<file path="src/rtl/uart_irq_pkg.sv">
// Package: shared types for the UART interrupt status/mask unit.
// Assumes nothing beyond standard packed types.
package uart_irq_pkg;

    // Decoded write strobes seen by the unit in one cycle.
    typedef struct packed {
        logic mask_set;
        logic mask_clr;
        logic stat_clr;
    } irq_wr_t;

endpackage

</file>
<file path="src/rtl/irq_sticky_reg.sv">
// Module: sticky status register with write-one-to-clear.
// Each bit is set by its source and cleared by a clear write naming it.
// A set in the same cycle as a clear wins. Assumes set_i is sampled on clk.
module irq_sticky_reg #(
    parameter int W = 10
) (
    input  logic         clk,
    input  logic         rst_n,
    input  logic [W-1:0] set_i,
    input  logic         clr_we_i,
    input  logic [W-1:0] clr_bits_i,
    output logic [W-1:0] stat_o
);

    for (genvar b = 0; b < W; b++) begin : g_bit
        // Per-bit flop: reset, then set priority over clear.
        always_ff @(posedge clk) begin
            if (!rst_n)
                stat_o[b] <= 1'b0;
            else if (set_i[b])
                stat_o[b] <= 1'b1;
            else if (clr_we_i && clr_bits_i[b])
                stat_o[b] <= 1'b0;
        end
    end

endmodule

</file>
<file path="src/rtl/irq_mask_reg.sv">
// Module: interrupt mask changed only through set and clear strobes.
// No direct write path exists. When both strobes name a bit, clear wins.
module irq_mask_reg #(
    parameter int W = 10
) (
    input  logic         clk,
    input  logic         rst_n,
    input  logic         set_we_i,
    input  logic         clr_we_i,
    input  logic [W-1:0] bits_i,
    output logic [W-1:0] mask_o
);

    for (genvar b = 0; b < W; b++) begin : g_bit
        // Per-bit flop: reset, then clear priority over set.
        always_ff @(posedge clk) begin
            if (!rst_n)
                mask_o[b] <= 1'b0;
            else if (clr_we_i && bits_i[b])
                mask_o[b] <= 1'b0;
            else if (set_we_i && bits_i[b])
                mask_o[b] <= 1'b1;
        end
    end

endmodule

</file>
<file path="src/rtl/irq_request.sv">
// Module: combines mask and status into one level request.
// Purely combinational. It assumes both inputs come from flops.
module irq_request #(
    parameter int W = 10
) (
    input  logic [W-1:0] mask_i,
    input  logic [W-1:0] stat_i,
    output logic         irq_o
);

    logic [W-1:0] pending;

    // Enabled pending sources, then the OR of them.
    always_comb begin
        pending = mask_i & stat_i;
        irq_o   = |pending;
    end

endmodule

</file>
<file path="src/rtl/uart_irq_ctrl.sv">
// Module: UART interrupt status and mask unit (top).
// Levels occupy the low status bits and events the bits above them.
// It assumes decoded write strobes, with one shared data word.
// Unused upper register bits read as zero.
module uart_irq_ctrl #(
    parameter int N_LEVEL = 5,
    parameter int N_EVENT = 5,
    parameter int DATA_W  = 32
) (
    input  logic               clk,
    input  logic               rst_n,
    input  logic [N_LEVEL-1:0] src_lvl,
    input  logic [N_EVENT-1:0] src_evt,
    input  logic               mask_set_we,
    input  logic               mask_clr_we,
    input  logic               stat_clr_we,
    input  logic [DATA_W-1:0]  wdata,
    output logic [DATA_W-1:0]  mask_rd,
    output logic [DATA_W-1:0]  stat_rd,
    output logic               irq
);

    import uart_irq_pkg::*;

    localparam int N_SRC = N_LEVEL + N_EVENT;
    localparam int N_PAD = DATA_W - N_SRC;

    irq_wr_t          wr;
    logic [N_SRC-1:0] src_set;
    logic [N_SRC-1:0] wbits;
    logic [N_SRC-1:0] mask_q;
    logic [N_SRC-1:0] stat_q;
    logic             unused_wdata_hi;

    // Bundle strobes, pack sources and split the write data.
    always_comb begin
        wr.mask_set     = mask_set_we;
        wr.mask_clr     = mask_clr_we;
        wr.stat_clr     = stat_clr_we;
        src_set         = {src_evt, src_lvl};
        wbits           = wdata[N_SRC-1:0];
        unused_wdata_hi = ^wdata[DATA_W-1:N_SRC];
    end

    irq_sticky_reg #(.W(N_SRC)) i_sticky (
        .clk        (clk),
        .rst_n      (rst_n),
        .set_i      (src_set),
        .clr_we_i   (wr.stat_clr),
        .clr_bits_i (wbits),
        .stat_o     (stat_q)
    );

    irq_mask_reg #(.W(N_SRC)) i_mask (
        .clk      (clk),
        .rst_n    (rst_n),
        .set_we_i (wr.mask_set),
        .clr_we_i (wr.mask_clr),
        .bits_i   (wbits),
        .mask_o   (mask_q)
    );

    irq_request #(.W(N_SRC)) i_req (
        .mask_i (mask_q),
        .stat_i (stat_q),
        .irq_o  (irq)
    );

    // Zero-extend the register views to the bus width.
    always_comb begin
        mask_rd = {{N_PAD{1'b0}}, mask_q};
        stat_rd = {{N_PAD{1'b0}}, stat_q};
    end

endmodule

</file>
<file path="config.mk">
export PLATFORM = sky130hd
export DESIGN_NAME = uart_irq_ctrl
export DESIGN_NICKNAME = d
export VERILOG_FILES = /design/src/rtl/uart_irq_pkg.sv /design/src/rtl/irq_sticky_reg.sv /design/src/rtl/irq_mask_reg.sv /design/src/rtl/irq_request.sv /design/src/rtl/uart_irq_ctrl.sv
export SDC_FILE = /design/constraint.sdc
export NUM_CORES = 1
export LEC_CHECK = 0
export BUFFER_PORTS_ARGS = -buffer_cell sky130_fd_sc_hd__buf_4
export CAP_MARGIN = 40
export CORE_MARGIN = 1.5
export CORE_UTILIZATION = 38
export DETAILED_ROUTE_END_ITERATION = 10
export GPL_TIMING_DRIVEN = 0
export PLACE_DENSITY = 0.85
export RECOVER_POWER = 100
export SYNTH_ARGS = -nofsm -noshare
export SYNTH_HDL_FRONTEND = slang
export SYNTH_SLANG_ARGS = --single-unit
export TNS_END_PERCENT = 50
</file>
<file path="constraint.sdc">
create_clock -name clk -period 2.5 [get_ports clk]
set_clock_uncertainty 0.2 [all_clocks]
set_input_delay 0.5 -clock clk [delete_from_list [all_inputs] [get_ports clk]]
set_output_delay 0.5 -clock clk [all_outputs]
set_load 0.01 [all_outputs]
</file>
* Word level (Yosys, flattened, before mapping)
Cells that the tools add are included.
** Storage, ports and cells
- Word-level logic and storage cells :: 93
- Memories :: 0
- Latch bits :: 0
- Output and inout port bits :: 65
- Register bits after elaboration :: 20
- RAM bits :: 0
- Input bits :: 47
- Memory bits (read-only) :: 0
** Cells by class
- Bitwise gates (word level) :: 2
- Reduce and logical (&&, ||, !) cells :: 51
- Divide/modulo/power cells :: 0
- Order comparisons :: 0
- Add/subtract/negate cells :: 0
- $mul :: 0
- Shifts and indexed selects :: 0
- Equality and inequality tests :: 0
- Mux-type cells :: 20
** Operator list (number)
- $logic_and 1x1->1 :: 30
- $mux 1 :: 20
- $reduce_bool 2->1 :: 10
- $reduce_or 2->1 :: 10
- $and 10x10->10 :: 1
- $reduce_or 10->1 :: 1
- $not 1->1 :: 1

* Longest topological paths before layout
- Word-level depth :: 3
- Mapped depth :: 4
- Gate-level depth less buffers :: 3

* Modules after synthesis
From an unflattened synthesis, not the netlist that was laid out.
** Second synthesis, totals
- Cell total of the unflattened synthesis :: 125
- Area total of the unflattened synthesis :: 1087.3 µm²
** Modules (own cells, without submodules)
- irq_sticky_reg :: cells each 41, sequential area each 200.2 µm², area each 355.3 µm², times used 1
- irq_mask_reg :: cells each 33, sequential area each 200.2 µm², area each 345.3 µm², times used 1
- uart_irq_ctrl :: cells each 45, sequential area each 0.0 µm², area each 334.1 µm², times used 1
- irq_request :: cells each 6, sequential area each 0.0 µm², area each 52.6 µm², times used 1

* Worst setup path before layout
No wires, ideal clock.
- Path kind :: reg-to-output
- From :: reg i_sticky.stat_o[9]
- To :: out irq
- Arrival :: 0.893 ns
- Path slack :: 0.907 ns
- Stages on the path, launching flop included :: 4
- Buffers on the path :: 0
- Required time :: 1.800 ns
- Path through :: dfxtp_1 > a22o_1 > a221oi_2 > nand4_1
** Between the ends
- Longest elaborated chain between the ends :: 2
** Ends and longest elaborated chain
- start: declaration :: RTL line irq_sticky_reg.sv:12 : output logic [W-1:0] stat_o
- start signal: indexed assignment :: RTL line irq_sticky_reg.sv:19 : stat_o[b] <= 1'b0;
- start signal: indexed assignment :: RTL line irq_sticky_reg.sv:21 : stat_o[b] <= 1'b1;
- start signal: indexed assignment :: RTL line irq_sticky_reg.sv:23 : stat_o[b] <= 1'b0;
- $and 10x10->10 :: RTL line irq_request.sv:15 : pending = mask_i & stat_i;
- $reduce_or 10->1 :: RTL line irq_request.sv:16 : irq_o = |pending;
- end: declaration :: RTL line uart_irq_ctrl.sv:20 : output logic irq
No other way between the ends.

* Final worst setup path
Ends and elaborated chain as after synthesis.

==> impl_metrics.csv <==
group,metric,value,unit
clocking,cts_max_level,1,
synth,synth_warnings,0,
place,post-place-cells,261,
flow_run,max-cap-violations,0,
synth,ys_seq_elements,20,
global_route,grt_usage,0.152,
setup_path,worstPathRequired,1.80,ns
sta,setup_tns,0,ns
global_route,first_global_vias,881,
sta,setup_ws,0.346,ns
clocking,cts_setup_buffers,0,
detailed_routing,wl_per_cell,9.39,um
sta,rsz0062_at_grt,"no",
final_layout,diodes,0,
clocking,cts_hold_buf,0,
final_layout,fillers,299,
global_route,grt_max_degree,13,
sta,slew_violations,0,
final_layout,fin_cells,265,
synth,synth_top_area_cell,"dfxtp_1",
synth,netlist_area,1120,um^2
die,dieArea,3290,um^2
clocking,clock-root-buffer,"clkbuf_4",
clocking,cts_tree,"yes",
sta,fin_crit_sh,0.861,
pwr,powerDensity,509,nW/um^2
synth,ys_seq_area_frac,0.356,
detailed_routing,drc,0,
final_layout,area_growth,42.4,%
global_route,grt_pass1_wl,3960,um
die,die_y,57.4,um
clocking,numCtsBuffers,3,
outcome,outcome,"finished, final reports clean",
worst_hold_path,hp-class,"in2reg",
final_layout,fin_nets,282,
die,die_w,57.4,um
place,place_ws,0.748,ns
synth,syn_area_per_cell,7.70,um^2
pwr,ir_worst_vdd,0.511,mV
detailed_routing,dr.pass1.iters,4,
place,place.gp.congestion,0.682,
detailed_routing,via_count,1055,
clocking,cts.sink_count,20,
detailed_routing,ant_nets,0,
synth,ys.flop_type,"dfxtp_1",
place,place_hpwl,1990,um
setup_path,cp_cell_sequence,"a22o_1 > a221oi_1 > nand4_1 > buf_4",
clocking,max-clock-path-buffers,2,
setup_path,path_buf_inv,1,
sta,finalHoldViolations,0,
setup_path,cp_slowest_cell,"dfxtp_1",
clocking,worst_skew_pair.late_latency,0.29,ns
die,start_util,0.404,
place,place.port_buffers,41,
synth,synthArstFlopShare,0,
sta,clock.fmax,464,MHz
synth,yosysMostFrequentCell,"buf_4",
die,fp.coreArea,2780,um^2
synth,synth_edf_count,0,
die,num_io_pins,112,
synth,synth_top_area_share,0.356,
synth,synth_area_leaders,"dfxtp_1, buf_4, nand2_1",
setup_path,crit_arrival,1.45,ns
detailed_routing,drt-vias-per-instance,3.98,
synth,post_synth_num_cell_types,13,
setup_path,worst_setup_path_end_kind,"primary output",
sta,final.min_clock_period,2.15,ns
die,num_rows,19,
synth,synthTopCellsByCount,"buf_4, nand2_1, a21oi_1, dfxtp_1",
setup_path,cp-start-kind,"register",
sta,finalSetupViolCount,0,
clocking,post_cts_resized,0,
setup_path,path_delay_family,"compound AO/OA/AOI/OAI gates",
synth,syn_inst,146,
global_route,grt-ovfl-total,0,
pwr,p_leak,0.868,nW
detailed_routing,routed_wl,2490,um
setup_path,path_max_fanout,3,
setup_path,critPathKind,"reg2out",
clocking,clk_pin_slew,0.12,ns
detailed_routing,detail_route.iter0.violations,7,
setup_path,cpPeakStageDelay,0.34,ns
final_layout,drive_gt1_frac,0.303,
global_route,antenna_found_initial,0,
[final cells by class]
type,count,area (um^2),share of cell area
multi-input combinational,120,524,0.328
sequential,20,400,0.250
buffer,49,352,0.220
timing repair buffer,41,233,0.145
tap,31,38.8,0.0242
clock inverter,1,30.0,0.0188
clock buffer,3,22.5,0.0141
[layer usage]
metal  wire length (um)  track usage
met1               1040        0.185
met2               1220        0.266
met3                230       0.0590
met4                  0      0.00997
met5                  0            0
[power by group]
part | leakage, nW | total (W) | internal [W] | switching, W
logic | 0.674 | 0.000197 | 0.0000992 | 0.0000982
clock network | 0.0279 | 0.000263 | 0.000162 | 0.000100
registers | 0.166 | 0.000355 | 0.000339 | 0.0000159
total | 0.868 | 0.000815 | 0.000601 | 0.000214
[registers in the layout (all words and copies together) (netlist names)]
register / count
i_mask.mask_o: 10
i_sticky.stat_o: 10
[through the flow]
step                      hold WS [ns]  cell area (um^2)  total power, W   util
after global placement           0.282              1630        0.000573  0.587
after CTS                        0.208              1680        0.000838  0.605
final                            0.213              1600        0.000815  0.575
after floorplan                  0.320              1280        0.000499      -
after detailed placement         0.288              1630        0.000576  0.587
after global routing             0.196              1600        0.000862  0.575
[cells by family after synthesis]
family	synth area share
AND/OR/NAND/NOR	0.195
buffers and inverters	0.315
AO/OA/AOI/OAI	0.130
flip-flops	0.356
other	0.00334
[tightest hold or removal path, cell delays in order]
cell     delay [ns]
buf_4          0.07
a21oi_1        0.03
nor2b_1        0.09
[placed cells by master, fill, tap and decap left out, drive strengths merged]
cell and instances:
conb 44, nand4 1, nor2b 10, buf 67, clkbuf 26, nand2 30
a221oi 1, a21oi 20, a22oi 3, bufinv 1, nor2 10, dfxtp 20
a22o 1
[worst paths after layout]
path / start / end / slack [ns] / depth (start not counted)
worst max-delay path: i_sticky.stat_o[9] / irq / 0.35 / 4
worst min-delay path: src_evt[1] / i_sticky.stat_o[6] / 0.21 / 3
worst max register to register: i_sticky.stat_o[0] / i_sticky.stat_o[0] / 1.66 / 2
worst min register to register: i_mask.mask_o[0] / i_mask.mask_o[0] / 0.31 / 2
Note: power is estimated with default switching activity, not from simulation.
